`src/rtl/freq_wdg_pkg.sv`:
```
package freq_wdg_pkg;
    parameter int unsigned TMO_W    = 8;
    parameter int unsigned CODE_W   = 5;
    parameter int unsigned FIELD_N  = 3;
    parameter logic [TMO_W-1:0]  TMO_RST  = 8'd16;
    parameter logic [CODE_W-1:0] SAFE_RST = 5'b10000;

    localparam int unsigned F_TMO  = 0;
    localparam int unsigned F_EN   = 1;
    localparam int unsigned F_SAFE = 2;

    typedef struct packed {
        logic [TMO_W-1:0]  tmo;
        logic              en;
        logic [CODE_W-1:0] safe;
    } cfg_t;

    typedef struct packed {
        logic [TMO_W-1:0] cnt;
        logic             alarm;
    } tmr_t;
endpackage

```
`src/rtl/freq_wdg_cfg.sv`:
```
module freq_wdg_cfg
    import freq_wdg_pkg::*;
(
    input  logic               clk_i,
    input  logic               rst_ni,
    input  logic [FIELD_N-1:0] wr_sel_i,
    input  logic [TMO_W-1:0]   wr_data_i,
    output logic [TMO_W-1:0]   tmo_o,
    output logic               en_o,
    output logic [CODE_W-1:0]  safe_o,
    output logic               arm_o,
    output logic [TMO_W-1:0]   load_val_o
);
    cfg_t cfg_d, cfg_q;

    always_comb begin
        cfg_d = cfg_q;
        if (wr_sel_i[F_TMO])  cfg_d.tmo  = wr_data_i;
        if (wr_sel_i[F_EN])   cfg_d.en   = wr_data_i[0];
        if (wr_sel_i[F_SAFE]) cfg_d.safe = wr_data_i[CODE_W-1:0];
    end

    always_ff @(posedge clk_i or negedge rst_ni) begin
        if (!rst_ni) begin
            cfg_q.tmo  <= TMO_RST;
            cfg_q.en   <= 1'b0;
            cfg_q.safe <= SAFE_RST;
        end else begin
            cfg_q <= cfg_d;
        end
    end

    assign tmo_o      = cfg_q.tmo;
    assign en_o       = cfg_q.en;
    assign safe_o     = cfg_q.safe;
    assign arm_o      = cfg_d.en && !cfg_q.en;
    assign load_val_o = cfg_d.tmo;

    // an untouched field keeps its value
    a_r2_tmo_hold: assert property (@(posedge clk_i) disable iff (!rst_ni)
        !wr_sel_i[F_TMO] |=> $stable(cfg_q.tmo));
endmodule

```
`src/rtl/freq_wdg_timer.sv`:
```
module freq_wdg_timer
    import freq_wdg_pkg::*;
(
    input  logic             clk_i,
    input  logic             rst_ni,
    input  logic             tick_i,
    input  logic             svc_i,
    input  logic             clr_i,
    input  logic             arm_i,
    input  logic             en_i,
    input  logic [TMO_W-1:0] load_val_i,
    output logic             alarm_o
);
    tmr_t tmr_d, tmr_q;
    logic reload;

    always_comb begin
        tmr_d  = tmr_q;
        reload = arm_i || clr_i || (svc_i && en_i);
        if (clr_i) tmr_d.alarm = 1'b0;
        if (reload) begin
            tmr_d.cnt = load_val_i;
        end else if (en_i && tick_i && !tmr_q.alarm) begin
            if (tmr_q.cnt <= TMO_W'(1)) begin
                tmr_d.cnt   = '0;
                tmr_d.alarm = 1'b1;
            end else begin
                tmr_d.cnt = tmr_q.cnt - TMO_W'(1);
            end
        end
    end

    always_ff @(posedge clk_i or negedge rst_ni) begin
        if (!rst_ni) begin
            tmr_q.cnt   <= TMO_RST;
            tmr_q.alarm <= 1'b0;
        end else begin
            tmr_q <= tmr_d;
        end
    end

    assign alarm_o = tmr_q.alarm;

    a_r3_no_alarm_disabled: assert property (@(posedge clk_i) disable iff (!rst_ni)
        (!en_i && !tmr_q.alarm) |=> !tmr_q.alarm);
    a_r3_cnt_frozen: assert property (@(posedge clk_i) disable iff (!rst_ni)
        (!en_i && !arm_i && !clr_i) |=> $stable(tmr_q.cnt));
    a_r4_step_down: assert property (@(posedge clk_i) disable iff (!rst_ni)
        (en_i && tick_i && !reload && !tmr_q.alarm && tmr_q.cnt > TMO_W'(1))
        |=> tmr_q.cnt == $past(tmr_q.cnt) - TMO_W'(1));
    a_r7_alarm_sticky: assert property (@(posedge clk_i) disable iff (!rst_ni)
        (tmr_q.alarm && !clr_i) |=> tmr_q.alarm);
    a_r8_clear_drops: assert property (@(posedge clk_i) disable iff (!rst_ni)
        clr_i |=> !tmr_q.alarm);
endmodule

```
`src/rtl/freq_wdg_sel.sv`:
```
module freq_wdg_sel
    import freq_wdg_pkg::*;
(
    input  logic              alarm_i,
    input  logic [CODE_W-1:0] safe_i,
    input  logic [CODE_W-1:0] cur_i,
    output logic [CODE_W-1:0] eff_o
);
    for (genvar b = 0; b < CODE_W; b++) begin : g_bit
        assign eff_o[b] = alarm_i ? safe_i[b] : cur_i[b];
    end
endmodule

```
`src/rtl/freq_watchdog.sv`:
```
module freq_watchdog
    import freq_wdg_pkg::*;
(
    input  logic               clk_i,
    input  logic               rst_ni,
    input  logic               tick_i,
    input  logic               svc_i,
    input  logic [FIELD_N-1:0] wr_sel_i,
    input  logic [TMO_W-1:0]   wr_data_i,
    input  logic               stat_we_i,
    input  logic               stat_wdata_i,
    input  logic [CODE_W-1:0]  cur_code_i,
    output logic               alarm_o,
    output logic [CODE_W-1:0]  eff_code_o
);
    logic [TMO_W-1:0]  tmo, load_val;
    logic              en, arm, clr;
    logic [CODE_W-1:0] safe;

    assign clr = stat_we_i && !stat_wdata_i;

    freq_wdg_cfg u_cfg (
        .clk_i      (clk_i),
        .rst_ni     (rst_ni),
        .wr_sel_i   (wr_sel_i),
        .wr_data_i  (wr_data_i),
        .tmo_o      (tmo),
        .en_o       (en),
        .safe_o     (safe),
        .arm_o      (arm),
        .load_val_o (load_val)
    );

    freq_wdg_timer u_tmr (
        .clk_i      (clk_i),
        .rst_ni     (rst_ni),
        .tick_i     (tick_i),
        .svc_i      (svc_i),
        .clr_i      (clr),
        .arm_i      (arm),
        .en_i       (en),
        .load_val_i (load_val),
        .alarm_o    (alarm_o)
    );

    freq_wdg_sel u_sel (
        .alarm_i (alarm_o),
        .safe_i  (safe),
        .cur_i   (cur_code_i),
        .eff_o   (eff_code_o)
    );

    // a status write of 1 never raises the alarm by itself
    a_r8_set_ignored: assert property (@(posedge clk_i) disable iff (!rst_ni)
        (stat_we_i && stat_wdata_i && !alarm_o && !(en && tick_i)) |=> !alarm_o);

    logic unused_tmo;
    assign unused_tmo = ^tmo;
endmodule

```
`config.mk`:
```
export PLATFORM = sky130hd
export DESIGN_NAME = freq_watchdog
export DESIGN_NICKNAME = d
export VERILOG_FILES = /design/src/rtl/freq_wdg_pkg.sv /design/src/rtl/freq_wdg_cfg.sv /design/src/rtl/freq_wdg_timer.sv /design/src/rtl/freq_wdg_sel.sv /design/src/rtl/freq_watchdog.sv
export SDC_FILE = /design/constraint.sdc
export NUM_CORES = 1
export LEC_CHECK = 0
export CAP_MARGIN = 25
export CORE_UTILIZATION = 44
export DETAILED_ROUTE_END_ITERATION = 8
export GPL_ROUTABILITY_DRIVEN = 0
export PLACE_DENSITY = 0.67
export SLEW_MARGIN = 40
export SYNTH_ARGS = -nofsm -noshare
export SYNTH_HDL_FRONTEND = slang
export SYNTH_HIERARCHICAL = 1
export SYNTH_SLANG_ARGS = --single-unit
```
`constraint.sdc`:
```
create_clock -name clk_i -period 4.1 [get_ports clk_i]
set_input_delay 0.82 -clock clk_i [delete_from_list [all_inputs] [get_ports clk_i]]
set_output_delay 0.82 -clock clk_i [all_outputs]
set_load 0.05 [all_outputs]
```
==> flow_metrics.env <==
export IMPL_setup_ws_ns=1.058
export IMPL_irDropWorstVdd_mv=0.2233
export IMPL_reg2reg_depth=5
export IMPL_yosysSeqAreaShare_pct=46.21
export IMPL_ys_ff_latch=23
export IMPL_crit_arrival_ns=2.22
export IMPL_post_route_util_pct=58.21
export IMPL_max_clock_freq_mhz=328.7
export IMPL_synth_area_sq_um=1254
export IMPL_syn_inst=108
export IMPL_ys_async_sr_fraction_pct=100.0
export IMPL_rr_endpoint="u_tmr/tmr_q[4]$_DFFE_PN0P_"
export IMPL_fp_dieW_um=55.38
export IMPL_start_kind="primary input"
export IMPL_synthFlopType="dfrtp_1"
export IMPL_worstSetupPathType="primary input to output port"
export IMPL_postCtsResizedCells=0
export IMPL_cts_hold_buf=0
export IMPL_power_density_nw_per_um2=369.2
export IMPL_timing_rr_start="u_cfg/en_o$_DFF_PN0_"
export IMPL_path_max_fanout=1
export IMPL_drt_initial_drc_count=13
export IMPL_worstPathRequired_ns=3.28
export IMPL_synth_area_top_cells="dfrtp_1 40%, mux2_2 9.9%, mux2_4 9.6%, dfstp_2 6.3%, buf_4 4.8%"
export IMPL_drive_above_1_share_pct=23.26
export IMPL_antenna_found_initial=0
export IMPL_grt_first_pass_wirelength_um=3822
export IMPL_setup_violations=0
export IMPL_yosysWarnings=6
export IMPL_clkTransAtPathRegs_ns=0.13
export IMPL_synth_area_per_cell_sq_um=11.61
export IMPL_grt_setup_unrepaired="false"
export IMPL_cts_root_buf="clkbuf_4"
export IMPL_drv_slew=0
export IMPL_fin_setup_tns_ns=0
export IMPL_drt_total_wl_um=2248
export IMPL_grt_pass1_vias=861
export IMPL_htree_num_levels=1
export IMPL_port_buffers=27
export IMPL_fin_hold_ws_ns=0.4535
export IMPL_antenna_left=0
export IMPL_synth_top_cell_area_share_pct=39.92
export IMPL_num_antenna_cells=0
export IMPL_cp_end_kind="output port"
export IMPL_clock_sinks=23
export IMPL_grt_start_max_net_pins=24
export IMPL_finalCritPeriodShare_pct=74.21
export IMPL_clock_tree_buffer_depth=2
export IMPL_vias_per_cell=5.459
export IMPL_worstMarginPinSlew_ns=0.7160
export IMPL_fin_skew_ns=0.006003
export IMPL_synth_most_common_cell="dfrtp_1"
export IMPL_start_util_pct=48.41
export IMPL_maxSlewHeadroom_pct=52.04
export IMPL_overflow=0
export IMPL_power_total_mw=0.5567
export IMPL_core_sq_um=2590
export IMPL_dr_pass1_iters=4
export IMPL_grt_usage_pct=15.60
export IMPL_dr_total_vias=868
export IMPL_io_pins=28
export IMPL_cts_buffers=3
export IMPL_synth_edf_count=0
export IMPL_yosysUniqueCellTypes=32
export IMPL_period_needed_ns=3.042
export IMPL_fin_nets=154
export IMPL_drc=0
export IMPL_hpwlAfterDp_um=1701
export IMPL_regToRegSetupSlack_ns=2.10
export IMPL_hp_class="primary input to async pin"
export IMPL_insertion_delay_ns=0.31
export IMPL_wire_per_inst_um=14.14
export IMPL_drv_cap=0
export IMPL_cts_setup_buffers=0
export IMPL_die_area_sq_um=3067
export IMPL_final_hold_viol_count=0
export IMPL_die_h_um=55.38
export IMPL_synthToLayoutAreaGrowth_pct=20.26
export IMPL_synthTopCellsByCount="20 x dfrtp_1, 11 x mux2_2, 10 x nand2_1"
export IMPL_dp_slack_ns=1.045
export IMPL_rows=18
export IMPL_power_leakage_nw=0.6384
export IMPL_syn_nets=132
export IMPL_outcome="finished clean"
export IMPL_cts_tree="yes"
export IMPL_yosysTopAreaCell="dfrtp_1"
==> logic make-up (layout without fill, tap and decap cells) <==
| kind of cell | count (synthesis) | after routing | synth area share (%) |
|---|---|---|---|
| adder cells (fa/ha/maj) | 2 | 2 | 1.996 |
| buffers and inverters | 17 | 38 | 8.184 |
| AO/OA/AOI/OAI | 20 | 20 | 11.48 |
| flip-flops | 23 | 23 | 46.21 |
| multiplexers | 19 | 19 | 19.46 |
| AND/OR/NAND/NOR | 26 | 26 | 11.98 |
| XOR/XNOR | 1 | 1 | 0.6987 |
==> layout by cell type, fill, tap and decap left out, drive strengths merged <==
cell | netlist | routed
inv | 7 | 7
a211o | 1 | 1
clkinv | 0 | 1
nor4 | 1 | 1
and3b | 1 | 1
dfrtp | 20 | 20
o22ai | 1 | 1
nand3 | 3 | 3
a22oi | 4 | 4
o41a | 1 | 1
nand4 | 1 | 1
mux2 | 19 | 19
o221ai | 1 | 1
nor3b | 1 | 1
nor3 | 2 | 2
clkdlybuf4s50 | 0 | 26
buf | 10 | 1
or4 | 1 | 1
o211ai | 5 | 5
nor4b | 1 | 1
o21a | 1 | 1
o21ai | 3 | 3
ha | 2 | 2
nor2 | 2 | 2
nand2 | 10 | 10
nor2b | 3 | 3
dfstp | 3 | 3
clkbuf | 0 | 3
xor2 | 1 | 1
a31oi | 3 | 3
==> final cells by class <==
class / count / area [sq um]
repair buffers: 27 / 265.3
multi-input cells: 68 / 571.8
inverters: 7 / 26.28
clock inverters: 1 / 5.005
clock buffers: 3 / 22.52
fillers: 212 / 1082
well taps: 30 / 37.54
flip-flops and latches: 23 / 579.3
==> how the worst max path moves through the flow <==
| stage | to | from | cells after the start | slack (ns) |
|---|---|---|---|---|
| 2_1_floorplan | u_tmr/tmr_q[4]$_DFFE_PN0P_ | wr_data_i[0] | 6 | 2.00 |
| 3_3_place_gp | eff_code_o[0] | cur_code_i[0] | 3 | 1.09 |
| 3_5_place_dp | eff_code_o[4] | cur_code_i[4] | 3 | 1.04 |
| 4_1_cts | eff_code_o[4] | cur_code_i[4] | 3 | 1.04 |
| 5_1_grt | eff_code_o[4] | cur_code_i[4] | 3 | 1.02 |
| 6_report | eff_code_o[4] | cur_code_i[4] | 3 | 1.06 |
==> report_power, final <==
part / switching (mW) / total, mW / leakage, nW / internal, mW
Sequential: 0.0304 / 0.292 / 0.271 / 0.262
Clock: 0.0698 / 0.106 / 0.0177 / 0.0364
Combinational: 0.0780 / 0.158 / 0.349 / 0.0803
==> flip-flops by register name, indices dropped and copies added, names as in the netlist <==
| name | cells |
|---|---|
| u_cfg/tmo_o | 8 |
| u_tmr/tmr_q | 8 |
| u_cfg/safe_o | 5 |
| u_cfg/en_o | 1 |
| u_tmr/alarm_o | 1 |
==> critical path: stages <==
cell and delay [ns]:
clkdlybuf4s50_1 0.45, mux2_2 0.14, clkdlybuf4s50_1 0.80
==> metal layers <==
metal | vias to the layer above | track usage (%) | routed length [um]
met3 | 2 | 2.342 | 117
met4 | 0 | 5.357 | 17
li1 | 427 | - | -
met1 | 407 | 20.81 | 1090
met2 | 32 | 25.82 | 1023
met5 | - | 0 | 0
==> per-stage QoR <==
stage                     cell area, sq um  std cells
after floorplan                       1254        108
after global placement                1485        155
after CTS                             1508        159
final                                 1508        159
after detailed placement              1480        155
after global routing                  1508        159
Power figures use the tool's default switching activity.
